===== config.mk =====
export PLATFORM = sky130hd
export DESIGN_NAME = cd_read_decoder
export DESIGN_NICKNAME = d
export VERILOG_FILES = /design/src/rtl/rcd_pkg.sv /design/src/rtl/rcd_collect.sv /design/src/rtl/rcd_eval.sv /design/src/rtl/rcd_dma_tail.sv /design/src/rtl/cd_read_decoder.sv
export SDC_FILE = /design/constraint.sdc
export NUM_CORES = 1
export LEC_CHECK = 0
export ABC_AREA = 1
export BUFFER_PORTS_ARGS = -buffer_cell sky130_fd_sc_hd__buf_2
export CELL_PAD_IN_SITES_DETAIL_PLACEMENT = 1
export CELL_PAD_IN_SITES_GLOBAL_PLACEMENT = 2
export CORE_MARGIN = 2
export CORE_UTILIZATION = 34
export CTS_BUF_LIST = sky130_fd_sc_hd__clkbuf_2 sky130_fd_sc_hd__clkbuf_4 sky130_fd_sc_hd__clkbuf_8
export CTS_CLUSTER_SIZE = 24
export DETAILED_ROUTE_END_ITERATION = 8
export GPL_ROUTABILITY_DRIVEN = 0
export PLACE_DENSITY = 0.87
export SLEW_MARGIN = 20
export SYNTH_ARGS = -nofsm -noshare
export SYNTH_HDL_FRONTEND = slang
export SYNTH_SLANG_ARGS = --single-unit

===== constraint.sdc =====
create_clock -name clk_i -period 4.3 [get_ports clk_i]
set_input_delay 1.29 -clock clk_i [delete_from_list [all_inputs] [get_ports clk_i]]
set_output_delay 1.29 -clock clk_i [all_outputs]
set_load 0.01 [all_outputs]

===== src/rtl/rcd_pkg.sv =====
package rcd_pkg;
  localparam int PKT_BYTES = 12;
  localparam int IDX_W     = 4;
  localparam int LBA_W     = 32;
  localparam int CNT_W     = 24;
  localparam int SZ_W      = 12;

  typedef enum logic [1:0] {
    RES_OK    = 2'd0,
    RES_ERR   = 2'd1,
    RES_READ  = 2'd2,
    RES_ABORT = 2'd3
  } res_e;

  localparam logic [3:0]  SK_NOT_READY = 4'h2;
  localparam logic [3:0]  SK_ILLEGAL   = 4'h5;
  localparam logic [7:0]  ASC_NO_MEDIA = 8'h3A;
  localparam logic [7:0]  ASC_RANGE    = 8'h21;
  localparam logic [7:0]  ASC_BAD_FLD  = 8'h24;

  localparam logic [7:0]  XFER_MASK = 8'hF8;
  localparam logic [7:0]  XFER_NONE = 8'h00;
  localparam logic [7:0]  XFER_USER = 8'h10;
  localparam logic [7:0]  XFER_RAW  = 8'hF8;

  localparam logic [SZ_W-1:0] SZ_USER = 12'd2048;
  localparam logic [SZ_W-1:0] SZ_RAW  = 12'd2352;
endpackage


===== src/rtl/rcd_collect.sv =====
module rcd_collect
  import rcd_pkg::*;
(
  input  logic             clk_i,
  input  logic             rst_ni,
  input  logic             issue_i,
  input  logic [1:0]       feat_i,
  input  logic             bvalid_i,
  input  logic [7:0]       byte_i,
  output logic             abort_o,
  output logic             last_o,
  output logic [LBA_W-1:0] lba_o,
  output logic [CNT_W-1:0] cnt_o,
  output logic [7:0]       xfer_o,
  output logic             dma_o
);
  localparam logic [IDX_W-1:0] LAST_IDX = IDX_W'(PKT_BYTES - 1);

  logic             armed_q;
  logic [IDX_W-1:0] idx_q;
  logic [LBA_W-1:0] lba_q;
  logic [CNT_W-1:0] cnt_q;
  logic [7:0]       xfer_q;
  logic             dma_q;
  logic             take;

  assign take    = bvalid_i && armed_q && !issue_i;
  assign abort_o = issue_i && feat_i[1];
  assign last_o  = take && (idx_q == LAST_IDX);

  always_ff @(posedge clk_i or negedge rst_ni) begin
    if (!rst_ni) begin
      armed_q <= 1'b0;
      idx_q   <= '0;
      lba_q   <= '0;
      cnt_q   <= '0;
      xfer_q  <= '0;
      dma_q   <= 1'b0;
    end else if (issue_i) begin
      armed_q <= !feat_i[1];
      idx_q   <= '0;
      dma_q   <= feat_i[0];
    end else if (take) begin
      // fields shift in big-endian as they pass
      if (idx_q >= 4'd2 && idx_q <= 4'd5) lba_q <= {lba_q[LBA_W-9:0], byte_i};
      if (idx_q >= 4'd6 && idx_q <= 4'd8) cnt_q <= {cnt_q[CNT_W-9:0], byte_i};
      if (idx_q == 4'd9) xfer_q <= byte_i;
      if (idx_q == LAST_IDX) begin
        armed_q <= 1'b0;
        idx_q   <= '0;
      end else begin
        idx_q   <= idx_q + 1'b1;
      end
    end
  end

  assign lba_o  = lba_q;
  assign cnt_o  = cnt_q;
  assign xfer_o = xfer_q;
  assign dma_o  = dma_q;


  idx_in_range_chk: assert property (@(posedge clk_i) disable iff (!rst_ni)
    idx_q <= LAST_IDX);

  idle_idx_chk: assert property (@(posedge clk_i) disable iff (!rst_ni)
    !armed_q |-> idx_q == '0);
endmodule


===== src/rtl/rcd_eval.sv =====
module rcd_eval
  import rcd_pkg::*;
#(
  parameter int SIZE_W = 40
) (
  input  logic [LBA_W-1:0]  lba_i,
  input  logic [CNT_W-1:0]  cnt_i,
  input  logic [7:0]        xfer_i,
  input  logic              medium_i,
  input  logic [SIZE_W-1:0] media_size_i,
  output res_e              code_o,
  output logic [3:0]        sk_o,
  output logic [7:0]        asc_o,
  output logic [SZ_W-1:0]   size_o
);
  localparam int SUM_W = LBA_W + 3;
  localparam int CMP_W = (SUM_W > SIZE_W) ? SUM_W : SIZE_W;

  logic [LBA_W:0]   end_blk;
  logic [CMP_W-1:0] end_units;
  logic [CMP_W-1:0] limit;

  assign end_blk   = {1'b0, lba_i} + (LBA_W + 1)'(cnt_i);
  assign end_units = CMP_W'({end_blk, 2'b00});
  assign limit     = CMP_W'(media_size_i);

  always_comb begin
    code_o = RES_OK;
    sk_o   = '0;
    asc_o  = '0;
    size_o = '0;
    if (!medium_i) begin
      code_o = RES_ERR;
      sk_o   = SK_NOT_READY;
      asc_o  = ASC_NO_MEDIA;
    end else if (cnt_i == '0) begin
      code_o = RES_OK;
    end else if (end_units > limit) begin
      code_o = RES_ERR;
      sk_o   = SK_ILLEGAL;
      asc_o  = ASC_RANGE;
    end else begin
      case (xfer_i & XFER_MASK)
        XFER_NONE: code_o = RES_OK;
        XFER_USER: begin
          code_o = RES_READ;
          size_o = SZ_USER;
        end
        XFER_RAW: begin
          code_o = RES_READ;
          size_o = SZ_RAW;
        end
        default: begin
          code_o = RES_ERR;
          sk_o   = SK_ILLEGAL;
          asc_o  = ASC_BAD_FLD;
        end
      endcase
    end
  end
endmodule


===== src/rtl/rcd_dma_tail.sv =====
module rcd_dma_tail (
  input  logic       clk_i,
  input  logic       rst_ni,
  input  logic       clear_i,
  input  logic       arm_i,
  input  logic       done_i,
  output logic       irq_o,
  output logic [2:0] reason_o
);
  logic pend_q;

  always_ff @(posedge clk_i or negedge rst_ni) begin
    if (!rst_ni) begin
      pend_q   <= 1'b0;
      irq_o    <= 1'b0;
      reason_o <= 3'b000;
    end else begin
      irq_o <= 1'b0;
      if (clear_i) begin
        pend_q   <= 1'b0;
        reason_o <= 3'b001;
      end else if (arm_i) begin
        pend_q   <= 1'b1;
      end else if (done_i && pend_q) begin
        pend_q   <= 1'b0;
        irq_o    <= 1'b1;
        reason_o <= 3'b011;
      end
    end
  end


  irq_cause_chk: assert property (@(posedge clk_i) disable iff (!rst_ni)
    irq_o |-> $past(done_i));

  irq_single_chk: assert property (@(posedge clk_i) disable iff (!rst_ni)
    irq_o |=> !irq_o);
endmodule


===== src/rtl/cd_read_decoder.sv =====
module cd_read_decoder
  import rcd_pkg::*;
#(
  parameter int SIZE_W = 40
) (
  input  logic              clk_i,
  input  logic              rst_ni,
  input  logic              cmd_issue_i,
  input  logic [1:0]        feature_i,
  input  logic              byte_valid_i,
  input  logic [7:0]        byte_i,
  input  logic              medium_present_i,
  input  logic [SIZE_W-1:0] media_size_i,
  input  logic              dma_done_i,
  output logic              res_valid_o,
  output logic [1:0]        res_code_o,
  output logic [3:0]        sense_key_o,
  output logic [7:0]        asc_o,
  output logic [31:0]       lba_o,
  output logic [23:0]       count_o,
  output logic [11:0]       sec_size_o,
  output logic              dma_o,
  output logic              irq_o,
  output logic [2:0]        int_reason_o
);
  logic             abort, last, pkt_dma;
  logic [LBA_W-1:0] pkt_lba;
  logic [CNT_W-1:0] pkt_cnt;
  logic [7:0]       pkt_xfer;
  res_e             ev_code;
  logic [3:0]       ev_sk;
  logic [7:0]       ev_asc;
  logic [SZ_W-1:0]  ev_size;
  res_e             code_q;

  rcd_collect u_collect (
    .clk_i, .rst_ni,
    .issue_i  (cmd_issue_i),
    .feat_i   (feature_i),
    .bvalid_i (byte_valid_i),
    .byte_i,
    .abort_o  (abort),
    .last_o   (last),
    .lba_o    (pkt_lba),
    .cnt_o    (pkt_cnt),
    .xfer_o   (pkt_xfer),
    .dma_o    (pkt_dma)
  );

  rcd_eval #(.SIZE_W(SIZE_W)) u_eval (
    .lba_i        (pkt_lba),
    .cnt_i        (pkt_cnt),
    .xfer_i       (pkt_xfer),
    .medium_i     (medium_present_i),
    .media_size_i,
    .code_o       (ev_code),
    .sk_o         (ev_sk),
    .asc_o        (ev_asc),
    .size_o       (ev_size)
  );

  rcd_dma_tail u_tail (
    .clk_i, .rst_ni,
    .clear_i  (cmd_issue_i),
    .arm_i    (last && ev_code == RES_READ && pkt_dma),
    .done_i   (dma_done_i),
    .irq_o,
    .reason_o (int_reason_o)
  );

  always_ff @(posedge clk_i or negedge rst_ni) begin
    if (!rst_ni) begin
      res_valid_o <= 1'b0;
      code_q      <= RES_OK;
      sense_key_o <= '0;
      asc_o       <= '0;
      lba_o       <= '0;
      count_o     <= '0;
      sec_size_o  <= '0;
      dma_o       <= 1'b0;
    end else begin
      res_valid_o <= abort || last;
      if (abort) begin
        code_q      <= RES_ABORT;
        sense_key_o <= '0;
        asc_o       <= '0;
        sec_size_o  <= '0;
        dma_o       <= 1'b0;
      end else if (last) begin
        code_q      <= ev_code;
        sense_key_o <= ev_sk;
        asc_o       <= ev_asc;
        lba_o       <= pkt_lba;
        count_o     <= pkt_cnt;
        sec_size_o  <= ev_size;
        dma_o       <= pkt_dma;
      end
    end
  end

  assign res_code_o = code_q;


  abort_pulse_chk: assert property (@(posedge clk_i) disable iff (!rst_ni)
    (cmd_issue_i && feature_i[1]) |=> res_valid_o && res_code_o == RES_ABORT);

  no_medium_chk: assert property (@(posedge clk_i) disable iff (!rst_ni)
    (res_valid_o && res_code_o != RES_ABORT && !$past(medium_present_i))
      |-> res_code_o == RES_ERR && sense_key_o == SK_NOT_READY);

  read_nonzero_chk: assert property (@(posedge clk_i) disable iff (!rst_ni)
    (res_valid_o && res_code_o == RES_READ) |-> count_o != '0);

  read_size_chk: assert property (@(posedge clk_i) disable iff (!rst_ni)
    (res_valid_o && res_code_o == RES_READ) |-> (sec_size_o == SZ_USER || sec_size_o == SZ_RAW));
endmodule


==> metrics.csv, run 1 <==
stage;metric;value;unit
synth;ys_async_sr_fraction;100.0;%
place;hpwl;18410;µm
synth;synth_area;8087;µm²
global_routing;grt_antenna_before_repair;0;
final_layout;syn2layout_area_growth;15.64;%
floorplan;fp-row-count;56;
synth;synth_seq_area_share;42.70;%
pwr;seq_power_share;51.1;%
floorplan;start_util;34.55;%
sta;setup_viol;0;
sta;drv_slew;0;
synth;yosysMostFrequentCell;nand2_1;
pwr;ir_drop;0.1770;mV
setup_path;path_cells;ha_1 > a21oi_1 > nand2_2 > a21oi_2 > o21ai_1 > nand2_1 > nand2_1 > nand4_1 > nand2_1 > nand2_1 > nand2_1 > ha_1 > a21o_1 > nor2_1 > nand2_1 > a21oi_1 > nand3_1 > nand2_2 > nand3_1 > nand2_1 > a21oi_1;
sta;fin_crit;3.834;ns
synth;syn_inst;1021;
clock_tree;ctsHtreeMaxLevel;4;
setup_path;path_class;reg2reg;
sta;maxSlewHeadroom;30.65;%
setup_path;required;4.65;ns
pwr;netSwitchingFraction;29.77;%
global_routing;grt_max_degree;112;
clock_tree;clock_latency;0.47;ns
synth;yosys-top-cells-count;266 x nand2_1, 154 x inv_1, 138 x dfrtp_1, 76 x o21ai_0, 61 x ha_1;
pwr;comb_power_share;12.8;%
setup_path;crit_slowest_cell;dfrtp_1;
pwr;power_density;287.0;nW/µm²
routing;routed_via_density;4.663;
sta;rsz0062_at_grt;no;
floorplan;ioPinCount;144;
sta;skew;0.01376;ns
hold_path;hold_depth;2;
clock_tree;cts_resized;0;
pwr;power_switching;0.7989;mW
routing;wl_per_cell;15.48;µm
routing;drc_errors;0;
pwr;total_power;2.684;mW
floorplan;die_height;158.2;µm
global_routing;grt_first_pass_wirelength;36390;µm
routing;ant_nets;0;
setup_path;worstPathMaxFanout;5;
clock_tree;postCtsHoldBufs;0;
flow_run;drv_cap;0;
synth;ys_seq_elements;138;
final_layout;diodes;0;
synth;synth-edff-count;0;
routing;drt_iter0_drc;329;
sta;tightest_slew;1.040;ns
setup_path;r2r_start;u_collect.lba_o[2];
hold_path;min-delay-start;u_tail.reason_o[0];
pwr;leakagePower;5.068;nW
setup_path;regToRegSetupSlack;0.47;ns
clock_tree;cts_tree;built;
clock_tree;clk_pin_slew;0.09;ns
clock_tree;cts_sinks;138;
outcome;status;finished, final reports clean;
setup_path;cp-end-kind;flop;
clock_tree;post_cts_buffers;0;
routing;firstDrtPassIters;4;
synth;ys.flop_type;dfrtp_1;
setup_path;crit_top_cell;nand2_1;
setup_path;rr_endpoint;u_tail.reason_o[1];
global_routing;grtUsageTotal;18.95;%
global_routing;grt_pass1_vias;7090;
synth;synth.yosys.warnings;0;
final_layout;nets;1265;
clock_tree;cts_buffers;17;
global_routing;grt_overflow;0;
sta;tns;0;ns
pwr;power_report.internal_total;1.885;mW
final_layout;fin_util;39.96;%
sta;fmax;260.8;MHz
clock_tree;clockBufferDepth;2;
pwr;clkPwrFrac;36.1;%
sta;fin_crit_sh;89.16;%
synth;post-synth-top-area-fraction;42.70;%
synth;synthTopCellsByArea;dfrtp_1 43%, nand2_1 12%, ha_1 9.4%;
routing;wl;22890;µm
synth;yosysTopAreaCell;dfrtp_1;
hold_path;hold_class;reg2reg;
setup_path;worst_setup_path_start_kind;flop;
floorplan;die_w;158.2;µm
hold_path;whs_endpoint;u_tail.reason_o[0];
setup_path;worstRegToRegCells;21;
clock_tree;cts-root-buf;clkbuf_8;
floorplan;core;23400;µm²
setup_path;slowest_delay;0.41;ns
floorplan;die_area;25030;µm²
final_layout;drive_gt1_share;17.59;%
place;port_buffers;131;
routing;num_vias;6896;
synth;syn_area_per_cell;7.920;µm²
sta;hold_viol_final;0;
synth;netlist-cell-type-count;41;
setup_path;cp.arrival;4.18;ns
## kinds of logic (layout without fill, tap and decap cells)
kind of cell | Yosys count | count (layout) | share of synthesized area [%]
and+or+nand+nor | 393 | 393 | 20.58
buffers and inverters | 200 | 328 | 10.61
AOI/OAI and AO/OA | 199 | 199 | 13.34
DFF | 138 | 138 | 42.70
adders and majority gates | 62 | 62 | 9.686
xor gates and xnor gates | 28 | 28 | 3.033
other | 1 | 12 | 0.04637
## layout by cell type (no fill, tap or decap), types with 7 or more instances in the layout
master / count
nor2_1: 57
clkbuf_8: 19
buf_4: 7
o21ai_1: 56
nor3_1: 9
nand2_2: 11
nand2_1: 266
buf_2: 130
xor2_1: 23
dfrtp_1: 138
conb_1: 12
o21ai_0: 76
nand3_1: 23
inv_1: 154
a21oi_1: 46
nand4_1: 14
ha_1: 61
## power by group through the flow
stage	registers (mW)	logic, mW	clock network (mW)
final	1.37	0.343	0.969
after global routing	1.38	0.399	1.05
after CTS	1.37	0.355	0.994
after detailed placement	1.40	0.353	0
after global placement	1.39	0.341	0
after floorplan	1.38	0.225	0
## flip-flops by register name, summed over array words and instances, names as in the netlist
register / flops
asc_o: 3
count_o: 24
dma_o: 1
lba_o: 32
res_code_o: 2
res_valid_o: 1
sec_size_o: 2
sense_key_o: 2
u_collect.armed_q: 1
u_collect.cnt_o: 24
u_collect.dma_o: 1
u_collect.idx_q: 4
u_collect.lba_o: 32
u_collect.xfer_o: 5
u_tail.irq_o: 1
u_tail.pend_q: 1
u_tail.reason_o: 2
## per-stage QoR
step	worst slack (ns)	hold slack [ns]	cells	instance area [µm²]
6_report	0.4661	0.4688	1479	9351
3_5_place_dp	0.5035	0.4561	1447	8992
2_1_floorplan	1.208	0.4687	1032	8128
4_1_cts	0.4649	0.4752	1479	9351
3_3_place_gp	0.5590	0.4524	1447	8992
5_1_grt	0.04843	0.5098	1479	9351
## critical path, delay by kind of cell (launching register included)
kind | cells | cell delay, ns
compound gates | 6 | 1.18
fa+ha+maj | 2 | 0.66
flops | 1 | 0.41
simple gates | 13 | 1.46
## cell type report
class                           instances  area (µm²)
Clock buffer                           19       261.5
Clock inverter                         13       97.59
Fill cell                            2961       14050
Inverter                              158       594.3
Multi-Input combinational cell        694        3831
Sequential cell                       138        3453
Tap cell                              319       399.1
Timing Repair Buffer                  138       714.4
## worst max-delay path by stage
stage,cells past startpoint,endpoint,start,slack [ns]
after floorplan,23,u_tail.reason_o[1],u_collect.lba_o[0],1.21
after global placement,21,u_tail.reason_o[1],u_collect.lba_o[2],0.56
after detailed placement,22,u_tail.reason_o[1],u_collect.lba_o[2],0.50
after CTS,22,u_tail.reason_o[1],u_collect.lba_o[2],0.46
after global routing,22,u_tail.reason_o[1],u_collect.lba_o[2],0.05
final,21,u_tail.reason_o[1],u_collect.lba_o[2],0.47
## per-layer routing
layer | track usage (%) | wire length (µm)
met1 | 23.43 | 10190
met2 | 34.14 | 11730
met3 | 2.984 | 637
met4 | 5.234 | 336
met5 | 0 | 0
(Power assumes the default switching activity.)
==> run 2: changes to the inputs <==
BUFFER_PORTS_ARGS = -buffer_cell sky130_fd_sc_hd__buf_4   (was -buffer_cell sky130_fd_sc_hd__buf_2)
==> run 2 against run 1 <==
Non-clock buffer count is 1 lower. Sequential power about the same. Sequential share of layout area down 1.5 points. Global-route usage is 0.062 points higher. Total power grew 8.4%. Combinational power increased by 3%. Fmax barely moved. Final cell count is essentially flat. Clock-buffer cell count grew 2. Clock power rose by 22%. Critical path type unchanged. Largest cell class unchanged.
==> metrics.csv, run 2 (synthesized netlist as in run 1, its figures left out) <==
stage;metric;value;unit
floorplan;die_height;158.2;µm
global_routing;grt_overflow;0;
final_layout;final_common_cell;nand2_1;
global_routing;grt_max_degree;90;
sta;skew;0.008465;ns
routing;drt_iter0_drc;295;
floorplan;ioPinCount;144;
routing;wl_per_cell;15.56;µm
setup_path;cp.arrival;4.20;ns
setup_path;path_class;reg2reg;
routing;firstDrtPassIters;4;
global_routing;grtUsageTotal;19.01;%
global_routing;met3_usage;3.230;%
place;pre_cts_ws;0.4635;ns
sta;fin_crit;3.833;ns
final_layout;drive_gt1_share;17.60;%
global_routing;grtUsageMet2;33.69;%
pwr;leakagePower;5.150;nW
setup_path;rr_endpoint;u_tail.reason_o[1];
clock_tree;clockBufferDepth;2;
routing;num_vias;6932;
final_layout;syn2layout_area_growth;20.69;%
hold_path;hold_class;reg2reg;
setup_path;cp-end-kind;flop;
pwr;power_density;298.1;nW/µm²
outcome;status;finished, final reports clean;
clock_tree;ctsHtreeMaxLevel;4;
sta;fmax;260.9;MHz
routing;ant_nets;0;
setup_path;worstPathBufferInverterCount;1;
hold_path;min-delay-start;lba_o[30];
global_routing;grt_antenna_before_repair;0;
final_layout;fin_util;41.70;%
clock_tree;postCtsHoldBufs;0;
routing;routed_via_density;4.690;
sta;tns;0;ns
sta;rsz0062_at_grt;no;
final_layout;diodes;0;
sta;setup_viol;0;
sta;finalWorstSetupSlack;0.4673;ns
clock_tree;cts_resized;0;
setup_path;worstPathMaxFanout;5;
final_layout;nets;1264;
setup_path;slowest_delay;0.41;ns
clock_tree;clk_pin_slew;0.08;ns
sta;drv_slew;0;
setup_path;worst_setup_path_start_kind;flop;
floorplan;core;23400;µm²
clock_tree;post_cts_buffers;0;
floorplan;start_util;34.55;%
place;port_buffers;131;
floorplan;fp-row-count;56;
clock_tree;cts_buffers;17;
global_routing;grt.busiest_layer;met2;
clock_tree;cts_tree;built;
sta;tightest_slew;0.8420;ns
setup_path;r2r_start;u_collect.lba_o[0];
flow_run;drv_cap;0;
final_layout;top_regs;lba_o x32, u_collect.lba_o x32;
place;hpwl;18650;µm
global_routing;grt_first_pass_wirelength;36720;µm
setup_path;worstRegToRegCells;21;
setup_path;regToRegSetupSlack;0.47;ns
setup_path;crit_slowest_cell;fa_1;
routing;wl;23000;µm
sta;fin_crit_sh;89.13;%
setup_path;path_cells;ha_1 > inv_1 > fa_1 > o21ai_2 > nand2_1 > nand2_2 > a21oi_2 > o21ai_2 > a21oi_1 > xnor2_1 > ha_1 > nand2_1 > nor2_1 > nand4_1 > nor2_1 > nand3_1 > nand3_1 > nand2_2 > nand3_1 > nand2_1 > a21oi_1;
hold_path;whs_endpoint;lba_o[30];
sta;hold_viol_final;0;
global_routing;grt_pass1_vias;7093;
routing;drc_errors;0;
final_layout;layout_common_cells;266 x nand2_1, 154 x inv_1, 138 x dfrtp_1, 136 x buf_4, 76 x o21ai_0;
setup_path;required;4.67;ns
floorplan;die_area;25030;µm²
hold_path;hold_depth;2;
floorplan;die_w;158.2;µm
clock_tree;clock_latency;0.45;ns
pwr;ir_drop;0.1928;mV
sta;maxSlewHeadroom;43.87;%
clock_tree;cts-root-buf;clkbuf_8;
global_routing;met1_usage;23.68;%
sta;hold_ws;0.4841;ns
clock_tree;cts_sinks;138;
setup_path;critical_path.top_delay_family;simple AND/OR/NAND/NOR gates;
-- run 2: changes by cell type in the layout (fill, tap and decap cells not counted), sizes merged --
cell    previous run  this run
clkbuf            19        21
clkinv             9         4
buf              138       137
bufinv             0         4
inv              158       157
-- run 2: layer usage --
layer / vias up / routed length (µm)
li1: 3484 / -
met1: 3295 / 10020
met2: 125 / 11680
met3: 28 / 807
met4: 0 / 502
met5: - / 0
-- run 2: tightest hold or removal path, delay by kind of cell (launching register included) --
kind          cells  cell delay (ns)
flops             1             0.35
simple gates      2             0.11
-- run 2: final cells by class --
class                           instances  area (µm²)
Tap cell                              319       399.1
Timing Repair Buffer                  137        1032
Clock inverter                         11       168.9
Sequential cell                       138        3453
Multi-Input combinational cell        694        3835
Inverter                              158       594.3
Clock buffer                           21       276.5
Fill cell                            2906       13640
-- run 2: power breakdown --
group / switching, mW / total (mW) / internal (mW)
sequential: 0.0363 / 1.37 / 1.33
combinational: 0.221 / 0.355 / 0.134
clock: 0.509 / 1.18 / 0.674
-- run 2: through the flow --
step                power (mW)  instances  instance area [µm²]
global route             3.065       1478                 9759
CTS                      2.948       1478                 9756
global placement         1.748       1446                 9310
finish                   2.909       1478                 9759
detailed placement       1.760       1446                 9310
floorplan                1.608       1032                 8128
-- run 2: worst max path at each step --
| stage | from | end | slack [ns] | cells past startpoint |
|---|---|---|---|---|
| final | u_collect.lba_o[0] | u_tail.reason_o[1] | 0.47 | 21 |
| after CTS | u_collect.lba_o[0] | u_tail.reason_o[1] | 0.44 | 21 |
| after global routing | u_collect.lba_o[7] | u_tail.reason_o[1] | 0.03 | 22 |
| after global placement | u_collect.cnt_o[0] | u_tail.reason_o[1] | 0.54 | 21 |
| after detailed placement | u_collect.lba_o[0] | u_tail.reason_o[1] | 0.46 | 21 |
| after floorplan | u_collect.lba_o[0] | u_tail.reason_o[1] | 1.21 | 23 |
